[src/rtl/circ_stack_pkg.sv]
package circ_stack_pkg;
  typedef enum logic [2:0] {
    OP_NOP   = 3'd0,
    OP_PUSH  = 3'd1,
    OP_POP   = 3'd2,
    OP_PEEK  = 3'd3,
    OP_WRITE = 3'd4,
    OP_INIT  = 3'd5
  } stk_op_e;
endpackage

[src/rtl/circ_stack_ctrl.sv]
// Top index, live count and the enable decode for the slot bank.
module circ_stack_ctrl
  import circ_stack_pkg::*;
#(
  parameter int DEPTH = 8,
  localparam int PTR_W = $clog2(DEPTH),
  localparam int CNT_W = $clog2(DEPTH + 1)
) (
  input  logic             clk,
  input  logic             rst_n,
  input  logic             acc,
  input  logic [2:0]       op,
  input  logic [PTR_W-1:0] pos,
  output logic             wr_en,
  output logic [PTR_W-1:0] wr_idx,
  output logic             clr_all,
  output logic             take_res,
  output logic             pop_miss,
  output logic [PTR_W-1:0] top_q,
  output logic             is_empty,
  output logic             is_full
);
  localparam logic [CNT_W-1:0] CNT_MAX = CNT_W'(DEPTH);

  logic             live_q;
  logic [CNT_W-1:0] cnt_q;
  logic             do_push, do_pop, do_peek, do_write, pop_hit;

  assign clr_all  = acc && (op == OP_INIT);
  assign do_push  = acc && live_q && (op == OP_PUSH);
  assign do_pop   = acc && live_q && (op == OP_POP);
  assign do_peek  = acc && live_q && (op == OP_PEEK);
  assign do_write = acc && live_q && (op == OP_WRITE);
  assign is_empty = (cnt_q == '0);
  assign is_full  = (cnt_q == CNT_MAX);
  assign pop_hit  = do_pop && !is_empty;
  assign pop_miss = do_pop && is_empty;
  assign take_res = do_pop || do_peek;
  assign wr_en    = do_push || do_write;
  assign wr_idx   = do_push ? top_q - 1'b1 : top_q + pos;

  always_ff @(posedge clk or negedge rst_n) begin
    if (!rst_n) begin
      live_q <= 1'b0;
      top_q  <= '0;
      cnt_q  <= '0;
    end else if (clr_all) begin
      live_q <= 1'b1;
      top_q  <= '0;
      cnt_q  <= '0;
    end else if (do_push) begin
      top_q <= top_q - 1'b1;
      if (!is_full) cnt_q <= cnt_q + 1'b1;
    end else if (pop_hit) begin
      top_q <= top_q + 1'b1;
      cnt_q <= cnt_q - 1'b1;
    end
  end
endmodule

[src/rtl/circ_stack_bank.sv]
// Physical slot storage: one register per slot.
module circ_stack_bank #(
  parameter int DEPTH = 8,
  parameter int WIDTH = 80,
  localparam int PTR_W = $clog2(DEPTH)
) (
  input  logic                        clk,
  input  logic                        rst_n,
  input  logic                        clr_all,
  input  logic                        wr_en,
  input  logic [PTR_W-1:0]            wr_idx,
  input  logic [WIDTH-1:0]            wr_data,
  output logic [DEPTH-1:0][WIDTH-1:0] slots
);
  for (genvar g = 0; g < DEPTH; g++) begin : g_slot
    always_ff @(posedge clk or negedge rst_n) begin
      if (!rst_n)
        slots[g] <= '0;
      else if (clr_all)
        slots[g] <= '0;
      else if (wr_en && (wr_idx == PTR_W'(g)))
        slots[g] <= wr_data;
    end
  end
endmodule

[src/rtl/circ_stack_rdmux.sv]
// Logical-depth read port: physical index = base + depth, wrapping.
module circ_stack_rdmux #(
  parameter int DEPTH = 8,
  parameter int WIDTH = 80,
  localparam int PTR_W = $clog2(DEPTH)
) (
  input  logic [DEPTH-1:0][WIDTH-1:0] slots,
  input  logic [PTR_W-1:0]            base,
  input  logic [PTR_W-1:0]            depth,
  output logic [WIDTH-1:0]            dout
);
  logic [PTR_W-1:0] phys;
  assign phys = base + depth;
  assign dout = slots[phys];
endmodule

[src/rtl/circ_stack.sv]
module circ_stack #(
  parameter int DEPTH = 8,
  parameter int WIDTH = 80,
  localparam int PTR_W = $clog2(DEPTH)
) (
  input  logic             clk,
  input  logic             rst_n,
  input  logic             cmd_valid,
  output logic             cmd_ready,
  input  logic [2:0]       cmd_op,
  input  logic [PTR_W-1:0] cmd_pos,
  input  logic [WIDTH-1:0] cmd_data,
  output logic             res_valid,
  input  logic             res_ready,
  output logic [WIDTH-1:0] res_data,
  input  logic [PTR_W-1:0] rd_pos,
  output logic [WIDTH-1:0] rd_data,
  output logic [WIDTH-1:0] top_data,
  output logic [PTR_W-1:0] top_idx,
  output logic             empty,
  output logic             full,
  output logic             underflow
);
  logic                        acc, wr_en, clr_all, take_res, pop_miss;
  logic [PTR_W-1:0]            wr_idx;
  logic [DEPTH-1:0][WIDTH-1:0] slots;

  assign cmd_ready = !res_valid || res_ready;
  assign acc       = cmd_valid && cmd_ready;

  circ_stack_ctrl #(.DEPTH(DEPTH)) ctrl_i (
    .clk(clk), .rst_n(rst_n), .acc(acc), .op(cmd_op), .pos(cmd_pos),
    .wr_en(wr_en), .wr_idx(wr_idx), .clr_all(clr_all), .take_res(take_res),
    .pop_miss(pop_miss), .top_q(top_idx), .is_empty(empty), .is_full(full)
  );

  circ_stack_bank #(.DEPTH(DEPTH), .WIDTH(WIDTH)) bank_i (
    .clk(clk), .rst_n(rst_n), .clr_all(clr_all), .wr_en(wr_en),
    .wr_idx(wr_idx), .wr_data(cmd_data), .slots(slots)
  );

  circ_stack_rdmux #(.DEPTH(DEPTH), .WIDTH(WIDTH)) top_rd_i (
    .slots(slots), .base(top_idx), .depth('0), .dout(top_data)
  );

  circ_stack_rdmux #(.DEPTH(DEPTH), .WIDTH(WIDTH)) pos_rd_i (
    .slots(slots), .base(top_idx), .depth(rd_pos), .dout(rd_data)
  );

  always_ff @(posedge clk or negedge rst_n) begin
    if (!rst_n) begin
      res_valid <= 1'b0;
      res_data  <= '0;
      underflow <= 1'b0;
    end else begin
      underflow <= pop_miss;
      if (clr_all) begin
        res_valid <= 1'b0;
        res_data  <= '0;
      end else if (take_res) begin
        res_valid <= 1'b1;
        res_data  <= empty ? '0 : top_data;
      end else if (res_ready) begin
        res_valid <= 1'b0;
      end
    end
  end
endmodule

[config.mk]
export PLATFORM = sky130hd
export DESIGN_NAME = circ_stack
export DESIGN_NICKNAME = d
export VERILOG_FILES = /design/src/rtl/circ_stack_pkg.sv /design/src/rtl/circ_stack_ctrl.sv /design/src/rtl/circ_stack_bank.sv /design/src/rtl/circ_stack_rdmux.sv /design/src/rtl/circ_stack.sv
export SDC_FILE = /design/constraint.sdc
export NUM_CORES = 2
export LEC_CHECK = 0
export ABC_CLOCK_PERIOD_IN_PS = 4800
export BUFFER_PORTS_ARGS = -buffer_cell sky130_fd_sc_hd__clkbuf_2
export CAP_MARGIN = 20
export CORE_ASPECT_RATIO = 1.75
export CORE_MARGIN = 2
export CORE_UTILIZATION = 65
export DETAILED_ROUTE_END_ITERATION = 8
export PLACE_DENSITY = 0.86
export SLEW_MARGIN = 20
export SYNTH_ARGS = -nofsm -noshare
export SYNTH_HDL_FRONTEND = slang
export SYNTH_SLANG_ARGS = --single-unit
[constraint.sdc]
create_clock -name clk -period 4.8 [get_ports clk]
set_input_delay 0.72 -clock clk [delete_from_list [all_inputs] [get_ports clk]]
set_output_delay 0.72 -clock clk [all_outputs]
set_load 0.02 [all_outputs]
==> results.ini <==
[run_status]
status=completed

[sta]
worst_pin_slew_ns=1.20
rsz0062_at_grt=no
drv_slew=0
setup_ws_ns=0.183
setup_viol=0
hold_slack_ns=0.108
timing.fmax_mhz=217
finalSetupTns_ns=0
finalCriticalPeriod_ns=4.62
min_period_over_period=0.962
skew_ns=0.0171
hold_viol_final=0
timing.slew.headroom=0.203

[logic_synthesis]
synth-seq-cells=730
synth_area_per_cell_um2=9.48
synth_warnings=0
yosysUniqueCellTypes=57
synth-main-ff-cell=dfrtp_1
yosysSeqAreaShare=0.456
synthArstFlopShare=1.00
synth_area_um2=40100
syn_inst=4231
synth-edff-count=0
syn_nets=4333

[cells_and_area]
instances_no_fill=5118
area_growth_pct=11.2
fillers=4371
fin_nets=4375
final_layout_size_suffix_gt1_frac=0.190
design_area_um2=44600
layout_common_cells=nand2_1, dfrtp_1, o21ai_0, o211ai_1, nand3_1
final_common_cell=nand2_1

[power_and_ir_drop]
combPwrFrac=0.523
p_seq_frac=0.312
cellPowerDensity_nw_per_um2=754
p_leak_nw=19.6
p_sw_w=0.0158
switching_share=0.469
peakVddDrop_v=0.000770
p_clk_frac=0.165
internal-power_w=0.0178

[placement]
dp_slack_ns=0.608
dp_hpwl_um=77300
dp_cells=4996
gp_congestion=0.884
place_area_um2=42300
portBuffers=340

[floorplan]
dieArea_um2=63800
start_util=0.656
die_w_um=192
die_h_um=333
rows=120
core-area_um2=61100
io_pins=341

[clock_network]
cts_resized=0
path_clk_slew_ns=0.07
h-tree-depth=3
insertion_delay_ns=0.63
cts_root_buf=clkbuf_16
hold_buffers=0
clk_path_buf_depth=3
tritoncts=built
numCtsBuffers=68
clock_sinks=730
cts_setup_buffers=0

[detailed_routing]
drc_errors=0
num_vias=37500
vias_per_cell=7.32
drt-total-wl_um=138000
first_pass_iters=8
wire_per_inst_um=26.9
final_antenna_net_count=0
drt_iter0_markers=4845

[worst_setup_path]
crit_start=ctrl_i.top_q[0]$_DFFE_PN0P_
slowest_stage=dfrtp_4
critPathMaxStageDelay_ns=0.54
crit_chain=ha_1 > fa_1 > xnor2_1 > xnor2_2 > buf_12 > nand2_1 > nand3_1 > and4_1 > clkbuf_2
r2r_cells=9
path_class=reg2out
cp.arrival_ns=3.90
cp_data_required_time_ns=4.08
ff2ff_setup_slack_ns=0.90
r2r-start=ctrl_i.top_q[0]$_DFFE_PN0P_
cp-end-kind=output port
crit_fanout=116
startpoint_type=flop
r2r-end=bank_i.slots[483]$_DFFE_PN0P_

[global_routing]
grt_max_degree=243
grt_first_pass_wirelength_um=215000
gr-total-overflow=0
top_usage_layer=met2
grt_antenna_before_repair=10
grt_pass1_vias=38200
grtUsageMet1=0.540
grtUsageMet3=0.104
grt_use_met2=0.690
grt_util_all_layers=0.437

[flow_run]
cap_violations=0

[worst_hold_path]
min_path_type=in2async

==> registers in the layout (all words and copies together), names as in the netlist <==
name and cells:
ctrl_i.cnt_q 4, res_valid 1, ctrl_i.live_q 1, ctrl_i.top_q 3
res_data 80, underflow 1, bank_i.slots 640
==> per-layer routing <==
metal  wire length, um  up-vias
met5               104        -
met4              9300       16
met3             16700      728
met2             65600     2812
met1             46100    18300
li1                  -    15600
==> synthesized netlist by cell type (2+ instances only) <==
| library cell | number | area (um2) |
|---|---|---|
| nand2_1 | 889 | 3340 |
| dfrtp_1 | 730 | 18300 |
| o21ai_0 | 505 | 2530 |
| o211ai_1 | 474 | 3560 |
| nand3_1 | 445 | 2230 |
| clkbuf_1 | 343 | 1290 |
| mux4_2 | 160 | 3600 |
| o21ai_1 | 95 | 475 |
| mux2_2 | 85 | 957 |
| and2_1 | 84 | 526 |
| and4_1 | 81 | 709 |
| a41o_1 | 80 | 801 |
| buf_2 | 74 | 370 |
| mux2i_1 | 46 | 460 |
| buf_1 | 33 | 124 |
| nor2_1 | 12 | 45.0 |
| buf_4 | 10 | 75.1 |
| inv_1 | 9 | 33.8 |
| ha_1 | 6 | 75.1 |
| nand2_2 | 6 | 37.5 |
| nand2b_1 | 5 | 31.3 |
| a21oi_1 | 4 | 20.0 |
| nor2b_1 | 4 | 25.0 |
| xnor2_1 | 4 | 35.0 |
| xor2_1 | 4 | 35.0 |
| buf_6 | 3 | 33.8 |
| fa_1 | 3 | 60.1 |
| nor3_1 | 3 | 15.0 |
| and3_1 | 2 | 12.5 |
| nand2_4 | 2 | 22.5 |
| nor3b_1 | 2 | 15.0 |
| nor4_4 | 2 | 42.5 |
| o31a_1 | 2 | 17.5 |
==> how the worst max path moves through the flow <==
stage	slack, ns	end
floorplan	1.25	rd_data[10]
global placement	0.65	rd_data[4]
detailed placement	0.61	rd_data[4]
CTS	0.23	rd_data[4]
global route	0.06	rd_data[0]
finish	0.18	rd_data[4]
==> area by class of cell <==
cell class / count / area (um2) / area share
diodes: 2 / 5.00 / 0.000112
clock buffers: 105 / 2100 / 0.0470
clock inverters: 15 / 130 / 0.00292
inverters: 10 / 40.0 / 0.000898
multi-input cells: 3027 / 20100 / 0.450
flip-flops and latches: 730 / 18300 / 0.410
well taps: 793 / 992 / 0.0223
repair buffers: 436 / 2980 / 0.0668
==> power groups by stage <==
stage                     sequential (W)  clock, W  combinational (W)
after floorplan                   0.0102         0             0.0111
after global placement            0.0104         0             0.0167
after detailed placement          0.0105         0             0.0171
after CTS                         0.0104   0.00556             0.0172
after global routing              0.0108   0.00579             0.0186
final                             0.0105   0.00555             0.0176
==> stage by stage <==
step	power, W	util
2_1_floorplan	0.0213	-
3_3_place_gp	0.0271	0.693
3_5_place_dp	0.0276	0.693
4_1_cts	0.0332	0.729
5_1_grt	0.0351	0.729
6_report	0.0336	0.729
==> critical path: cells and delay by family, from the launching register on <==
kind / cells / cell delay [ns]
flip-flops: 1 / 0.54
adder cells (fa/ha/maj): 2 / 0.58
AND/OR/NAND/NOR: 3 / 0.54
buffers and inverters: 2 / 0.63
XOR/XNOR: 2 / 0.83
==> kinds of logic (layout without fill, tap and decap cells) <==
family | Yosys count | in the layout | synth area share
other cells | 0 | 2 | 0
flops | 730 | 730 | 0.456
fa+ha+maj | 9 | 9 | 0.00337
xor+xnor | 8 | 8 | 0.00175
buf+inv | 474 | 566 | 0.0483
mux | 293 | 293 | 0.126
compound gates | 1171 | 1171 | 0.187
simple gates | 1546 | 1546 | 0.178
No activity file was read; power rests on OpenSTA's default activity.
